**src/rtl/lcdc_pkg.sv**
```systemverilog
// Shared definitions for the LCD controller register block.
// Assumes a 32-bit data bus; status field positions are fixed here.
package lcdc_pkg;

    // Implemented width of mask and raw status
    localparam int STAT_W      = 5;
    // Status bits raised by the frame timer
    localparam int ST_NEXTBASE = 2;
    localparam int ST_VCOMP    = 3;
    // Control word field positions
    localparam int CB_ENABLE   = 0;
    localparam int CB_MODE_LO  = 1;
    localparam int CB_SWAP     = 8;
    localparam int CB_BEBYTE   = 9;
    localparam int CB_BEPIX    = 10;
    localparam int CB_POWER    = 11;
    // Derived geometry width (max 1024)
    localparam int GEO_W       = 11;

    typedef enum logic [3:0] {
        SEL_NONE,
        SEL_TIM0,
        SEL_TIM1,
        SEL_TIM2,
        SEL_TIM3,
        SEL_UPPER,
        SEL_LOWER,
        SEL_MASK,
        SEL_CTRL,
        SEL_RAW,
        SEL_MSKD,
        SEL_CLEAR,
        SEL_UPCUR,
        SEL_LOCUR,
        SEL_IDENT
    } reg_sel_e;

    // Identification byte k for the given layout variant
    function automatic logic [7:0] ident_byte(input int variant, input logic [2:0] k);
        logic [7:0] b;
        case (k)
            3'd0:    b = (variant == 2) ? 8'h11 : 8'h10;
            3'd1:    b = 8'h11;
            3'd2:    b = (variant == 2) ? 8'h24 : 8'h04;
            3'd3:    b = 8'h00;
            3'd4:    b = 8'h0D;
            3'd5:    b = 8'hF0;
            3'd6:    b = 8'h05;
            default: b = 8'hB1;
        endcase
        return b;
    endfunction

endpackage

```
**src/rtl/lcdc_addr_dec.sv**
```systemverilog
// Address decoder: maps a byte offset to a register selector.
// Assumes word-aligned accesses; the low two address bits are ignored.
// The identification window occupies the last eight words of the window.
module lcdc_addr_dec
    import lcdc_pkg::*;
#(
    parameter int ADDR_W  = 12,
    parameter int VARIANT = 0
) (
    input  logic [ADDR_W-1:0] addr,
    output reg_sel_e          sel,
    output logic [2:0]        id_idx
);
    localparam int WIDX_W  = ADDR_W - 2;
    localparam int WORDS   = 1 << WIDX_W;
    localparam int ID_BASE = WORDS - 8;
    localparam int PAL_LO  = 'h80;
    localparam int PAL_HI  = 'hFF;

    logic [WIDX_W-1:0] widx;
    reg_sel_e          sel_w6;
    reg_sel_e          sel_w7;

    assign widx   = addr[ADDR_W-1:2];
    assign id_idx = widx[2:0];

    // Layout variant: choose which register words 6 and 7 reach
    generate
        if (VARIANT == 0) begin : g_base_layout
            assign sel_w6 = SEL_MASK;
            assign sel_w7 = SEL_CTRL;
        end else begin : g_swapped_layout
            assign sel_w6 = SEL_CTRL;
            assign sel_w7 = SEL_MASK;
        end
    endgenerate

    // Word index to selector
    always_comb begin
        sel = SEL_NONE;
        if (int'(widx) >= ID_BASE) begin
            sel = SEL_IDENT;
        end else if (int'(widx) >= PAL_LO && int'(widx) <= PAL_HI) begin
            sel = SEL_NONE;
        end else begin
            case (int'(widx))
                0:       sel = SEL_TIM0;
                1:       sel = SEL_TIM1;
                2:       sel = SEL_TIM2;
                3:       sel = SEL_TIM3;
                4:       sel = SEL_UPPER;
                5:       sel = SEL_LOWER;
                6:       sel = sel_w6;
                7:       sel = sel_w7;
                8:       sel = SEL_RAW;
                9:       sel = SEL_MSKD;
                10:      sel = SEL_CLEAR;
                11:      sel = SEL_UPCUR;
                12:      sel = SEL_LOCUR;
                default: sel = SEL_NONE;
            endcase
        end
    end

endmodule

```
**src/rtl/lcdc_frame_timer.sv**
```systemverilog
// Frame timer: emits a one-cycle tick every FRAME_CYCLES cycles while active.
// A restart (control write) zeroes the count and suppresses the tick that cycle.
// Assumes FRAME_CYCLES >= 2.
module lcdc_frame_timer #(
    parameter int FRAME_CYCLES = 3_333_333
) (
    input  logic clk,
    input  logic rst_n,
    input  logic active,
    input  logic restart,
    output logic tick
);
    localparam int CNT_W = (FRAME_CYCLES > 2) ? $clog2(FRAME_CYCLES) : 1;
    localparam logic [CNT_W-1:0] LAST = CNT_W'(FRAME_CYCLES - 1);

    logic [CNT_W-1:0] cnt;

    assign tick = active && !restart && (cnt == LAST);

    // Cycle counter, held at zero while idle
    always_ff @(posedge clk) begin
        if (!rst_n) begin
            cnt <= '0;
        end else if (!active || restart || tick) begin
            cnt <= '0;
        end else begin
            cnt <= cnt + 1'b1;
        end
    end

endmodule

```
**src/rtl/lcdc_irq_unit.sv**
```systemverilog
// Interrupt unit: holds the mask and raw status and drives the level interrupt.
// A tick sets its bits even when a clear hits the same cycle.
module lcdc_irq_unit
    import lcdc_pkg::*;
(
    input  logic              clk,
    input  logic              rst_n,
    input  logic              mask_we,
    input  logic [STAT_W-1:0] mask_wdata,
    input  logic              clr_we,
    input  logic [STAT_W-1:0] clr_bits,
    input  logic              tick,
    output logic [STAT_W-1:0] status,
    output logic [STAT_W-1:0] mask,
    output logic              irq
);
    logic [STAT_W-1:0] tick_bits;
    logic [STAT_W-1:0] clr_eff;

    // Bits raised by one frame tick
    always_comb begin
        tick_bits = '0;
        tick_bits[ST_NEXTBASE] = tick;
        tick_bits[ST_VCOMP]    = tick;
    end

    assign clr_eff = clr_we ? clr_bits : '0;

    // Raw status: clear then set
    always_ff @(posedge clk) begin
        if (!rst_n) begin
            status <= '0;
        end else begin
            status <= (status & ~clr_eff) | tick_bits;
        end
    end

    // Mask register
    always_ff @(posedge clk) begin
        if (!rst_n) begin
            mask <= '0;
        end else if (mask_we) begin
            mask <= mask_wdata;
        end
    end

    assign irq = |(status & mask);

endmodule

```
**src/rtl/lcdc_regs.sv**
```systemverilog
// LCD controller register block: timing, bases, control, interrupt and ID window.
// Assumes a single-cycle write bus; read data is combinational from the address.
// Geometry is captured on timing writes, not recomputed continuously.
module lcdc_regs
    import lcdc_pkg::*;
#(
    parameter int ADDR_W       = 12,
    parameter int DATA_W       = 32,
    parameter int VARIANT      = 0,
    parameter int FRAME_CYCLES = 3_333_333
) (
    input  logic              clk,
    input  logic              rst_n,
    input  logic              bus_sel,
    input  logic              bus_wr,
    input  logic [ADDR_W-1:0] bus_addr,
    input  logic [DATA_W-1:0] bus_wdata,
    output logic [DATA_W-1:0] bus_rdata,
    output logic              irq,
    output logic              active,
    output logic [2:0]        pix_mode,
    output logic              swap_rb,
    output logic              be_byte,
    output logic              be_pixel,
    output logic [GEO_W-1:0]  cols,
    output logic [GEO_W-1:0]  rows
);
    localparam int NTIM  = 4;
    localparam int PAD_W = DATA_W - STAT_W;

    reg_sel_e          sel;
    logic [2:0]        id_idx;
    logic              wr_en;
    logic [DATA_W-1:0] timing [NTIM];
    logic [DATA_W-1:0] upper_base;
    logic [DATA_W-1:0] lower_base;
    logic [DATA_W-1:0] ctrl;
    logic [STAT_W-1:0] raw_status;
    logic [STAT_W-1:0] int_mask;
    logic              frame_tick;
    logic              ctrl_we;

    lcdc_addr_dec #(.ADDR_W(ADDR_W), .VARIANT(VARIANT)) u_dec (
        .addr   (bus_addr),
        .sel    (sel),
        .id_idx (id_idx)
    );

    assign wr_en   = bus_sel && bus_wr;
    assign ctrl_we = wr_en && (sel == SEL_CTRL);

    // Timing words, one register each
    generate
        for (genvar t = 0; t < NTIM; t++) begin : g_timing
            localparam reg_sel_e MY_SEL = reg_sel_e'(int'(SEL_TIM0) + t);
            always_ff @(posedge clk) begin
                if (!rst_n) begin
                    timing[t] <= '0;
                end else if (wr_en && sel == MY_SEL) begin
                    timing[t] <= bus_wdata;
                end
            end
        end
    endgenerate

    // Panel base addresses and control word
    always_ff @(posedge clk) begin
        if (!rst_n) begin
            upper_base <= '0;
            lower_base <= '0;
            ctrl       <= '0;
        end else if (wr_en) begin
            if (sel == SEL_UPPER) upper_base <= bus_wdata;
            if (sel == SEL_LOWER) lower_base <= bus_wdata;
            if (sel == SEL_CTRL)  ctrl       <= bus_wdata;
        end
    end

    // Geometry captured from timing-word writes
    always_ff @(posedge clk) begin
        if (!rst_n) begin
            cols <= '0;
            rows <= '0;
        end else if (wr_en) begin
            if (sel == SEL_TIM0) cols <= {7'(bus_wdata[7:2]) + 7'd1, 4'b0000};
            if (sel == SEL_TIM1) rows <= {1'b0, bus_wdata[9:0]} + 11'd1;
        end
    end

    // Control field decode
    assign active   = ctrl[CB_ENABLE] && ctrl[CB_POWER];
    assign pix_mode = ctrl[CB_MODE_LO +: 3];
    assign swap_rb  = ctrl[CB_SWAP];
    assign be_byte  = ctrl[CB_BEBYTE];
    assign be_pixel = ctrl[CB_BEPIX];

    lcdc_frame_timer #(.FRAME_CYCLES(FRAME_CYCLES)) u_timer (
        .clk     (clk),
        .rst_n   (rst_n),
        .active  (active),
        .restart (ctrl_we),
        .tick    (frame_tick)
    );

    lcdc_irq_unit u_irq (
        .clk        (clk),
        .rst_n      (rst_n),
        .mask_we    (wr_en && sel == SEL_MASK),
        .mask_wdata (bus_wdata[STAT_W-1:0]),
        .clr_we     (wr_en && sel == SEL_CLEAR),
        .clr_bits   (bus_wdata[STAT_W-1:0]),
        .tick       (frame_tick),
        .status     (raw_status),
        .mask       (int_mask),
        .irq        (irq)
    );

    // Read multiplexer
    always_comb begin
        bus_rdata = '0;
        case (sel)
            SEL_TIM0:  bus_rdata = timing[0];
            SEL_TIM1:  bus_rdata = timing[1];
            SEL_TIM2:  bus_rdata = timing[2];
            SEL_TIM3:  bus_rdata = timing[3];
            SEL_UPPER: bus_rdata = upper_base;
            SEL_LOWER: bus_rdata = lower_base;
            SEL_UPCUR: bus_rdata = upper_base;
            SEL_LOCUR: bus_rdata = lower_base;
            SEL_CTRL:  bus_rdata = ctrl;
            SEL_MASK:  bus_rdata = {{PAD_W{1'b0}}, int_mask};
            SEL_RAW:   bus_rdata = {{PAD_W{1'b0}}, raw_status};
            SEL_MSKD:  bus_rdata = {{PAD_W{1'b0}}, raw_status & int_mask};
            SEL_IDENT: bus_rdata = DATA_W'(ident_byte(VARIANT, id_idx));
            default:   bus_rdata = '0;
        endcase
    end

endmodule

```
**config.mk**
```make
export PLATFORM = sky130hd
export DESIGN_NAME = lcdc_regs
export DESIGN_NICKNAME = d
export VERILOG_FILES = /design/src/rtl/lcdc_pkg.sv /design/src/rtl/lcdc_addr_dec.sv /design/src/rtl/lcdc_frame_timer.sv /design/src/rtl/lcdc_irq_unit.sv /design/src/rtl/lcdc_regs.sv
export SDC_FILE = /design/constraint.sdc
export NUM_CORES = 1
export LEC_CHECK = 0
export BUFFER_PORTS_ARGS = -buffer_cell sky130_fd_sc_hd__buf_2
export CORE_AREA = 2 2 200 163
export DETAILED_ROUTE_END_ITERATION = 8
export DIE_AREA = 0 0 202 165
export PLACE_DENSITY = 0.67
export SYNTH_ARGS = -nofsm -noshare
export SYNTH_HDL_FRONTEND = slang
export SYNTH_HIERARCHICAL = 1
export SYNTH_SLANG_ARGS = --single-unit
```
**constraint.sdc**
```tcl
create_clock -name clk -period 4.89 [get_ports clk]
set_input_delay 1.2225 -clock clk [delete_from_list [all_inputs] [get_ports clk]]
set_output_delay 1.2225 -clock clk [all_outputs]
set_load 0.1 [all_outputs]
```
==> results of run 1 <==
-- timing repair --
| item | 4_1_cts | 5_1_grt |
|---|---|---|
| resized for setup | 0 | 21 |
| endpoints found under the setup margin | 2 | 32 |
| setup buffers | 0 | 6 |
| pin swaps | 2 | 16 |
| gates cloned | 1 | 1 |
-- worst min-delay path by stage --
| stage | start | endpoint |
|---|---|---|
| CTS | rows[5] | rows[5] |
| floorplan | u_irq/status[4] | u_irq/status[4] |
| global placement | rows[3] | rows[3] |
| detailed placement | rows[3] | rows[3] |
| global route | u_irq/status[1] | u_irq/status[1] |
| finish | rows[5] | rows[5] |
-- flip-flops by register name, indices dropped and copies added, names as in the netlist --
| signal | cells |
|---|---|
| timing | 128 |
| u_irq/status | 5 |
| u_irq/mask | 5 |
| cols | 7 |
| lower_base | 32 |
| u_timer/cnt | 22 |
| upper_base | 32 |
| rows | 11 |
| ctrl | 32 |
-- logic make-up (layout without fill, tap and decap cells) --
| family | count (synthesis) | count (layout) |
|---|---|---|
| AND/OR/NAND/NOR | 547 | 547 |
| XOR/XNOR | 29 | 29 |
| multiplexers | 8 | 8 |
| other | 1 | 6 |
| flip-flops | 274 | 274 |
| buffers and inverters | 111 | 250 |
| adder cells (fa/ha/maj) | 7 | 7 |
| AO/OA/AOI/OAI | 236 | 236 |
-- cell usage in the layout (no fill, tap or decap), types with 15 or more instances in the layout --
cell,n
a22o_1,15
a222oi_1,54
nand2_1,249
nand3_2,21
xnor2_1,17
clkbuf_16,29
nand3_1,31
a21oi_1,16
dfxtp_1,146
nor2_1,32
buf_12,41
and2_1,127
buf_4,60
buf_2,71
edfxtp_1,128
a21boi_1,89
-- layer usage --
| metal | GRT usage | wire (µm) |
|---|---|---|
| met2 | 0.336 | 16200 |
| met3 | 0.0264 | 2230 |
| met4 | 0.0572 | 805 |
| met5 | 0 | 0 |
| met1 | 0.279 | 15300 |
-- tightest hold or removal path, cell delays in order (launching register included) --
cell	delay, ns
dfxtp_1	0.30
nand2_1	0.05
o21ai_1	0.05
-- area by class of cell --
class	count	area share
Timing Repair Buffer	182	0.114
Tap cell	420	0.0342
Clock buffer	47	0.0548
Antenna cell	2	0.000325
Sequential cell	274	0.440
Multi-Input combinational cell	831	0.348
Clock inverter	7	0.00504
Inverter	14	0.00342
-- where the power goes --
part / switching [µW] / total, µW / internal [µW]
Sequential: 16.7 / 2470 / 2450
Clock: 903 / 2140 / 1230
Combinational: 175 / 256 / 80.4
Total: 1090 / 4860 / 3760
-- through the flow --
| stage | total power, µW | hold WS (ns) | instances |
|---|---|---|---|
| final | 4860 | 0.439 | 1777 |
| after global routing | 4990 | 0.467 | 1776 |
| after CTS | 4880 | 0.445 | 1768 |
| after detailed placement | 2770 | 0.437 | 1713 |
| after global placement | 2760 | 0.434 | 1713 |
| after floorplan | 2650 | 0.425 | 1216 |
==> flow_summary.json, run 1 <==
{
  "die_w_um": 202,
  "power_density_nw_per_um2": 316,
  "end_kind": "output pin",
  "ios": 110,
  "grt_pass1_wl_um": 52800,
  "ys_warn_count": 6,
  "synth_top_area_share": 0.312,
  "via_per_inst": 5.41,
  "crit_family": "buffers and inverters",
  "worstPathCellList": "buf_4 -> nor4_4 -> nand2_2 -> buf_6 -> a211oi_4 -> buf_6 -> buf_6 -> xnor2_2 -> nor3_4 -> buf_2 -> a222oi_1 -> nand3_2 -> buf_12",
  "antenna_found_initial": 2,
  "synthArstFlopShare": 0,
  "synth.distinct_cells": 67,
  "setup_ws_ns": 0.0742,
  "period_share": 0.985,
  "numCtsBuffers": 29,
  "cts_buffer_depth": 3,
  "start_util": 0.396,
  "ir_worst_vdd_mv": 0.296,
  "grt_overflow": 0,
  "yosysTopAreaCell": "edfxtp_1",
  "synth_top_family_by_area": "simple AND/OR/NAND/NOR gates",
  "path_buf_inv": 6,
  "multi_input_area_um2": 5350,
  "wl_per_cell_um": 19.4,
  "path_class": "in2out",
  "worst_slew_pin_slew_ns": 0.728,
  "netlist_area_um2": 12300,
  "clock_latency_ns": 0.57,
  "path_max_fanout": 7,
  "final_core_util": 0.494,
  "synth_edf_count": 128,
  "drt-total-wl_um": 34500,
  "cp.depth": 13,
  "gp_congestion": 0.863,
  "fillCellCount": 2790,
  "worstPathRequired_ns": 3.67,
  "synth_seq_cells": 274,
  "dr.first_iter.drc_count": 1091,
  "clk_pin_slew_ns": 0.05,
  "synth_compound_area_frac": 0.151,
  "syn_avg_cell_area_um2": 10.2,
  "h-tree-depth": 1,
  "place_area_um2": 14300,
  "max_slew_margin": 0.512,
  "clock_skew_ns": 0.0337,
  "nets": 1387,
  "synth-adder-area-share": 0.00710,
  "arrival_ns": 3.59,
  "hold_depth": 2,
  "vias": 9616,
  "yosysSeqAreaShare": 0.548,
  "synth-main-ff-cell": "dfxtp_1",
  "synth.most_common_cell": "nand2_1",
  "fp.dieH_um": 165,
  "post-route-cell-area_um2": 15400,
  "slew_viol_final": 0,
  "fin_setup_tns_ns": 0,
  "grt_max_degree": 61,
  "holdBufCountCts": 0,
  "synthMuxAreaShare": 0.00669,
  "syn_inst": 1213,
  "clock-sinks": 274,
  "ys_top_cells_by_count": "nand2_1, dfxtp_1, edfxtp_1",
  "pre_cts_ws_ns": -0.000588,
  "register_area_um2": 6770,
  "rrSetupSlack_ns": 2.81,
  "drc": 0,
  "reg2reg_depth": 7,
  "grt_pass1_vias": 9351,
  "yosys-top-cells-area": "edfxtp_1, dfxtp_1, nand2_1",
  "r2r-start": "u_timer/cnt[0]",
  "core_area_um2": 31100,
  "synth-simple-area-share": 0.224,
  "cts_tree": "built",
  "min_period_ns": 4.82,
  "rr_endpoint": "u_timer/cnt[6]",
  "critPathCapture": "bus_rdata[11]",
  "dp_hpwl_um": 21600,
  "p_leak_uw": 0.00558,
  "drt_first_pass_iters": 6,
  "hold_path_class": "reg2reg",
  "die-area_um2": 33300,
  "track_usage": 0.203,
  "cp-startpoint": "bus_addr[6]",
  "drive_above_1_share": 0.207,
  "antenna_violating_nets_post_route": 0,
  "cts_root_buf": "clkbuf_16",
  "setup.worst_path.start_class": "input port",
  "area_growth_pct": 24.7,
  "slowest_delay_ns": 0.33,
  "status": "complete, no violations",
  "fmax_mhz": 208,
  "synth-xor-area-share": 0.0206,
  "maxCapViolations": 0,
  "rows": 58,
  "path_common_cell": "buf_6",
  "cpMaxStageDelayCell": "a222oi_1",
  "setup_violations": 0,
  "hold_violations": 0,
  "io_buffers": 103
}
No activity file was read; power rests on OpenSTA's default activity.
==> inputs of run 2 (changes only) <==
==> constraint.sdc (replaced) <==
create_clock -name clk -period 4.89 [get_ports clk]
set_input_delay 0.978 -clock clk [delete_from_list [all_inputs] [get_ports clk]]
set_output_delay 0.978 -clock clk [all_outputs]
set_load 0.1 [all_outputs]
==> run 2 against run 1 <==
  * Final cell count fell by 1.4%
  * Highest routed layer unchanged
  * Clock-buffer cell count fell by 8
  * Non-clock buffer count fell by 23
==> flow_summary.json, run 2 (synthesis gave the netlist of run 1 again) <==
{
  "grt_overflow": 0,
  "hold_depth": 2,
  "p_leak_uw": 0.00528,
  "wl_met2_um": 15800,
  "maxCapViolations": 0,
  "drc": 0,
  "fmax_mhz": 213,
  "nets": 1364,
  "wl_per_cell_um": 19.5,
  "rsz0062_at_grt": "false",
  "fin_setup_tns_ns": 0,
  "post-route-cell-area_um2": 14900,
  "area_growth_pct": 20.9,
  "ios": 110,
  "grt_pass1_wl_um": 53500,
  "path_max_fanout": 13,
  "min_period_ns": 4.69,
  "most-common-layout-cells": "nand2_1, dfxtp_1, edfxtp_1",
  "cts_root_buf": "clkbuf_16",
  "setup.worst_path.start_class": "input port",
  "largest_reg_flops": 128,
  "hold_path_class": "reg2reg",
  "pre_cts_ws_ns": 0.0545,
  "arrival_ns": 3.71,
  "antenna_found_initial": 1,
  "dr.first_iter.drc_count": 1109,
  "grt_max_degree": 68,
  "max_slew_margin": 0.455,
  "place_area_um2": 14000,
  "ir_worst_vdd_mv": 0.334,
  "fin_cells": 1752,
  "fp.dieH_um": 165,
  "path_class": "in2out",
  "setup_violations": 0,
  "mostFrequentLayoutCell": "nand2_1",
  "grt_pass1_vias": 9392,
  "antenna_violating_nets_post_route": 0,
  "drt-total-wl_um": 34100,
  "die_w_um": 202,
  "track_usage": 0.203,
  "h-tree-depth": 1,
  "rows": 58,
  "slew_viol_final": 0,
  "dp.cells": 1694,
  "period_share": 0.959,
  "worst_slew_pin_slew_ns": 0.814,
  "vias": 9649,
  "numCtsBuffers": 29,
  "cts_buffer_depth": 3,
  "die-area_um2": 33300,
  "status": "complete, no violations",
  "clock_latency_ns": 0.54,
  "cts_tree": "built",
  "regMostFlops": "timing",
  "hold_violations": 0,
  "reg2reg_depth": 5,
  "drive_above_1_share": 0.176,
  "wl_met3_um": 2060,
  "wl_met1_um": 15600,
  "via_per_inst": 5.51,
  "holdBufCountCts": 0,
  "worstPathRequired_ns": 3.91,
  "clk_pin_slew_ns": 0.06,
  "io_buffers": 103,
  "end_kind": "output pin",
  "highest_layer": "met4",
  "power_density_nw_per_um2": 325,
  "setup_ws_ns": 0.202,
  "clock-sinks": 274,
  "drt_first_pass_iters": 5,
  "clock_skew_ns": 0.00542,
  "gp_congestion": 0.850,
  "dp_hpwl_um": 21500,
  "core_area_um2": 31100,
  "start_util": 0.396
}
-- run 2: where the power goes --
group          leakage [µW]  switching, µW  total (µW)  internal, µW
logic               0.00243            171         244          72.9
clock network      0.000462            884        2130          1250
registers           0.00239           16.7        2470          2450
total               0.00528           1070        4850          3770
-- run 2: area by class of cell --
class | count | area, µm²
Antenna cell | 1 | 2.50
Clock buffer | 39 | 803
Clock inverter | 14 | 120
Fill cell | 2822 | 16200
Inverter | 14 | 52.6
Multi-Input combinational cell | 831 | 5170
Sequential cell | 274 | 6770
Tap cell | 420 | 526
Timing Repair Buffer | 159 | 1480
-- run 2: per-layer routing --
| layer | track usage | vias up |
|---|---|---|
| met1 | 0.283 | 4747 |
| met3 | 0.0280 | 51 |
| met4 | 0.0458 | 0 |
| met5 | 0 | - |
| li1 | - | 4518 |
| met2 | 0.335 | 333 |
-- run 2: repair_timing --
| action | 4_1_cts | 5_1_grt |
|---|---|---|
| gates resized for setup | 0 | 0 |
| setup buffers | 0 | 4 |
| setup endpoints to repair | 0 | 13 |
-- run 2: per-stage QoR --
step,util,hold slack [ns],total power [µW]
after floorplan,-,0.425,2650
after global placement,0.448,0.432,2750
after detailed placement,0.448,0.438,2760
after CTS,0.478,0.446,4880
after global routing,0.479,0.465,4990
final,0.479,0.442,4850
-- run 2: worst max-delay path, cell delays in order --
cell	delay (ns)
buf_2	0.12
inv_1	0.05
ha_1	0.19
nand2b_1	0.14
a31oi_1	0.23
o21ai_2	0.11
buf_4	0.21
nor4b_4	0.75
buf_4	0.36
a222oi_1	0.13
nand3_1	0.20
buf_12	0.20
-- run 2: path summary, 6_finish.rpt --
path / startpoint / endpoint / slack [ns]
max reg2reg: u_timer/cnt[4] / u_timer/cnt[4] / 2.79
min reg2reg: rows[0] / rows[0] / 0.44
min: rows[0] / rows[0] / 0.44
max: bus_addr[2] / bus_rdata[26] / 0.20
==> inputs of run 3 (changes only) <==
--- a/config.mk
+++ b/config.mk
@@ -5,11 +5,12 @@
 export SDC_FILE = /design/constraint.sdc
 export NUM_CORES = 1
 export LEC_CHECK = 0
+export ABC_AREA = 1
 export BUFFER_PORTS_ARGS = -buffer_cell sky130_fd_sc_hd__buf_2
-export CORE_AREA = 2 2 200 163
+export CORE_AREA = 2 2 203 165
 export DETAILED_ROUTE_END_ITERATION = 8
-export DIE_AREA = 0 0 202 165
-export PLACE_DENSITY = 0.67
+export DIE_AREA = 0 0 205 167
+export PLACE_DENSITY = 0.65
 export SYNTH_ARGS = -nofsm -noshare
 export SYNTH_HDL_FRONTEND = slang
 export SYNTH_HIERARCHICAL = 1
==> constraint.sdc (replaced) <==
create_clock -name clk -period 4.67 [get_ports clk]
set_input_delay 0.934 -clock clk [delete_from_list [all_inputs] [get_ports clk]]
set_output_delay 0.934 -clock clk [all_outputs]
set_load 0.1 [all_outputs]
==> run 3 against run 2 <==
  * Combinational power increased by 13%
  * Register-to-register slack improved by 0.18 ns
  * Sequential share of layout area decreased by 1.2 points
  * Largest cell class unchanged
  * Critical path type unchanged
  * Die area increased by 2.7%
  * Clock-buffer cell count decreased by 1
  * Area after synthesis increased by 3.7%
  * Final cell count increased by 26%
==> flow_summary.json, run 3 <==
{
  "status": "complete, no violations",
  "drt-total-wl_um": 36200,
  "synth_edf_count": 128,
  "syn_avg_cell_area_um2": 7.68,
  "grt_pass1_wl_um": 57100,
  "synth_seq_cells": 274,
  "antenna_violating_nets_post_route": 0,
  "synth.distinct_cells": 34,
  "hold_slack_ns": 0.444,
  "fin_setup_tns_ns": 0,
  "reg2reg_depth": 9,
  "worst_slew_pin_slew_ns": 0.755,
  "worstPathRequired_ns": 3.74,
  "vias": 11000,
  "r2r-start": "u_timer/cnt[0]",
  "h-tree-depth": 1,
  "max_slew_margin": 0.497,
  "grt_pass1_vias": 10500,
  "holdBufCountCts": 0,
  "hold_violations": 0,
  "setup_violations": 0,
  "drt_first_pass_iters": 5,
  "core_area_um2": 32200,
  "fillCellCount": 3138,
  "fp.dieH_um": 167,
  "via_per_inst": 4.97,
  "die_w_um": 205,
  "synth.most_common_cell": "nand2_1",
  "yosysSeqAreaShare": 0.529,
  "area_growth_pct": 19.7,
  "maxCapViolations": 0,
  "nets": 1820,
  "dr.first_iter.drc_count": 936,
  "cts_buffer_depth": 3,
  "rsz0062_at_grt": "false",
  "clk_pin_slew_ns": 0.06,
  "netlist_area_um2": 12800,
  "rows": 59,
  "fmax_mhz": 222,
  "most-common-layout-cells": "nand2_1, nor2_1, inv_1",
  "ys_top_cells_by_count": "nand2_1, nor2_1, inv_1",
  "num_antenna_cells": 0,
  "ir_worst_vdd_mv": 0.324,
  "clock_latency_ns": 0.55,
  "fin_cells": 2214,
  "antenna_found_initial": 1,
  "arrival_ns": 3.56,
  "wl_met2_um": 16600,
  "wl_met1_um": 16400,
  "wl_per_cell_um": 16.4,
  "mostFrequentLayoutCell": "nand2_1",
  "ys_warn_count": 6,
  "drive_above_1_share": 0.124,
  "critPathCapture": "bus_rdata[21]",
  "cts_setup_buffers": 0,
  "wl_met3_um": 2700,
  "holdCritStartpoint": "upper_base[1]",
  "cts_tree": "built",
  "hold_path_class": "reg2reg",
  "regMostFlops": "timing",
  "largest_reg_flops": 128,
  "synthArstFlopShare": 0,
  "setup.worst_path.start_class": "input port",
  "p_total_uw": 5180,
  "die-area_um2": 34200,
  "path_class": "in2out",
  "end_kind": "output pin",
  "slew_viol_final": 0,
  "clock-sinks": 274,
  "p_leak_uw": 0.00630,
  "yosys-top-cells-area": "edfxtp_1, dfxtp_1, nand2_1",
  "yosysTopAreaCell": "edfxtp_1",
  "min_period_ns": 4.50,
  "dp_hpwl_um": 23900,
  "drc": 0,
  "syn_inst": 1665,
  "start_util": 0.397,
  "cp-startpoint": "bus_addr[2]",
  "power_density_nw_per_um2": 338,
  "highest_layer": "met5",
  "clock_skew_ns": 0.0107,
  "ios": 110,
  "synth-main-ff-cell": "dfxtp_1",
  "period_share": 0.963,
  "synth_top_area_share": 0.300,
  "rrSetupSlack_ns": 2.97,
  "numCtsBuffers": 29,
  "grt_overflow": 0,
  "io_buffers": 103,
  "dp.cells": 2161,
  "track_usage": 0.212,
  "cts_resized": 0,
  "cts_root_buf": "clkbuf_16",
  "path_max_fanout": 8,
  "rr_endpoint": "u_timer/cnt[9]",
  "gp_congestion": 0.877,
  "grt_max_degree": 65
}
run 3: cell count changes after synthesis, moves of 14 or more:
cell,previous run,this run
nor2_1,36,265
nand2_1,250,453
inv_1,12,190
and2_1,127,0
a21oi_1,16,119
a21boi_1,89,1
o21ai_1,8,70
a222oi_1,54,0
nand3_1,52,90
nand4_1,10,32
a22o_1,15,0
xnor2_1,18,4
run 3: cell type report:
cell class              count  area (µm²)  share of cell area
well taps                 427         534              0.0349
multi-input cells        1107        4900               0.320
clock inverters            15         169              0.0110
flip-flops and latches    274        6770               0.442
repair buffers            147        1390              0.0907
clock buffers              38         779              0.0509
inverters                 206         773              0.0505
run 3: per-stage QoR:
step,instance area [µm²],utilization,setup WS (ns)
after floorplan,12800,-,0.413
after global placement,14400,0.446,0.101
after detailed placement,14400,0.446,0.0849
after CTS,15300,0.475,0.0847
after global routing,15300,0.476,0.0321
final,15300,0.476,0.172
run 3: kinds of logic after synthesis:
kind of cell,share of synthesized area
AND/OR/NAND/NOR,0.280
adder cells (fa/ha/maj),0.00685
other,0.000293
flip-flops,0.529
buffers and inverters,0.0917
XOR/XNOR,0.00822
AO/OA/AOI/OAI,0.0835
run 3: worst max-delay path, cell delays in order:
cell,delay [ns]
buf_2,0.15
inv_1,0.08
ha_1,0.17
inv_1,0.05
nand2_1,0.07
o21ai_0,0.11
nand2_1,0.08
nand2_1,0.05
nor2_1,0.28
buf_4,0.20
nand2_1,0.06
nor2_2,0.49
buf_4,0.27
nand2_1,0.07
nand2_1,0.06
inv_1,0.04
nand4_1,0.17
buf_12,0.20
run 3: power by group:
group          leakage, µW  total, µW  switching (µW)  internal, µW
logic              0.00346        276             208          68.3
clock network     0.000451       2320             935          1380
registers          0.00239       2580            15.9          2570
run 3: worst min path at each step:
| stage | endpoint | slack [ns] | cells past startpoint |
|---|---|---|---|
| floorplan | u_timer/cnt[0] | 0.42 | 1 |
| global placement | u_timer/cnt[0] | 0.43 | 1 |
| detailed placement | upper_base[1] | 0.44 | 2 |
| CTS | upper_base[1] | 0.44 | 2 |
| global route | upper_base[28] | 0.46 | 2 |
| finish | upper_base[1] | 0.44 | 2 |
run 3: per-layer routing:
layer  global-route usage  vias to the layer above
met5                    0                        -
li1                     -                     5474
met1                0.296                     5125
met3               0.0409                       51
met4               0.0413                        2
met2                0.343                      344
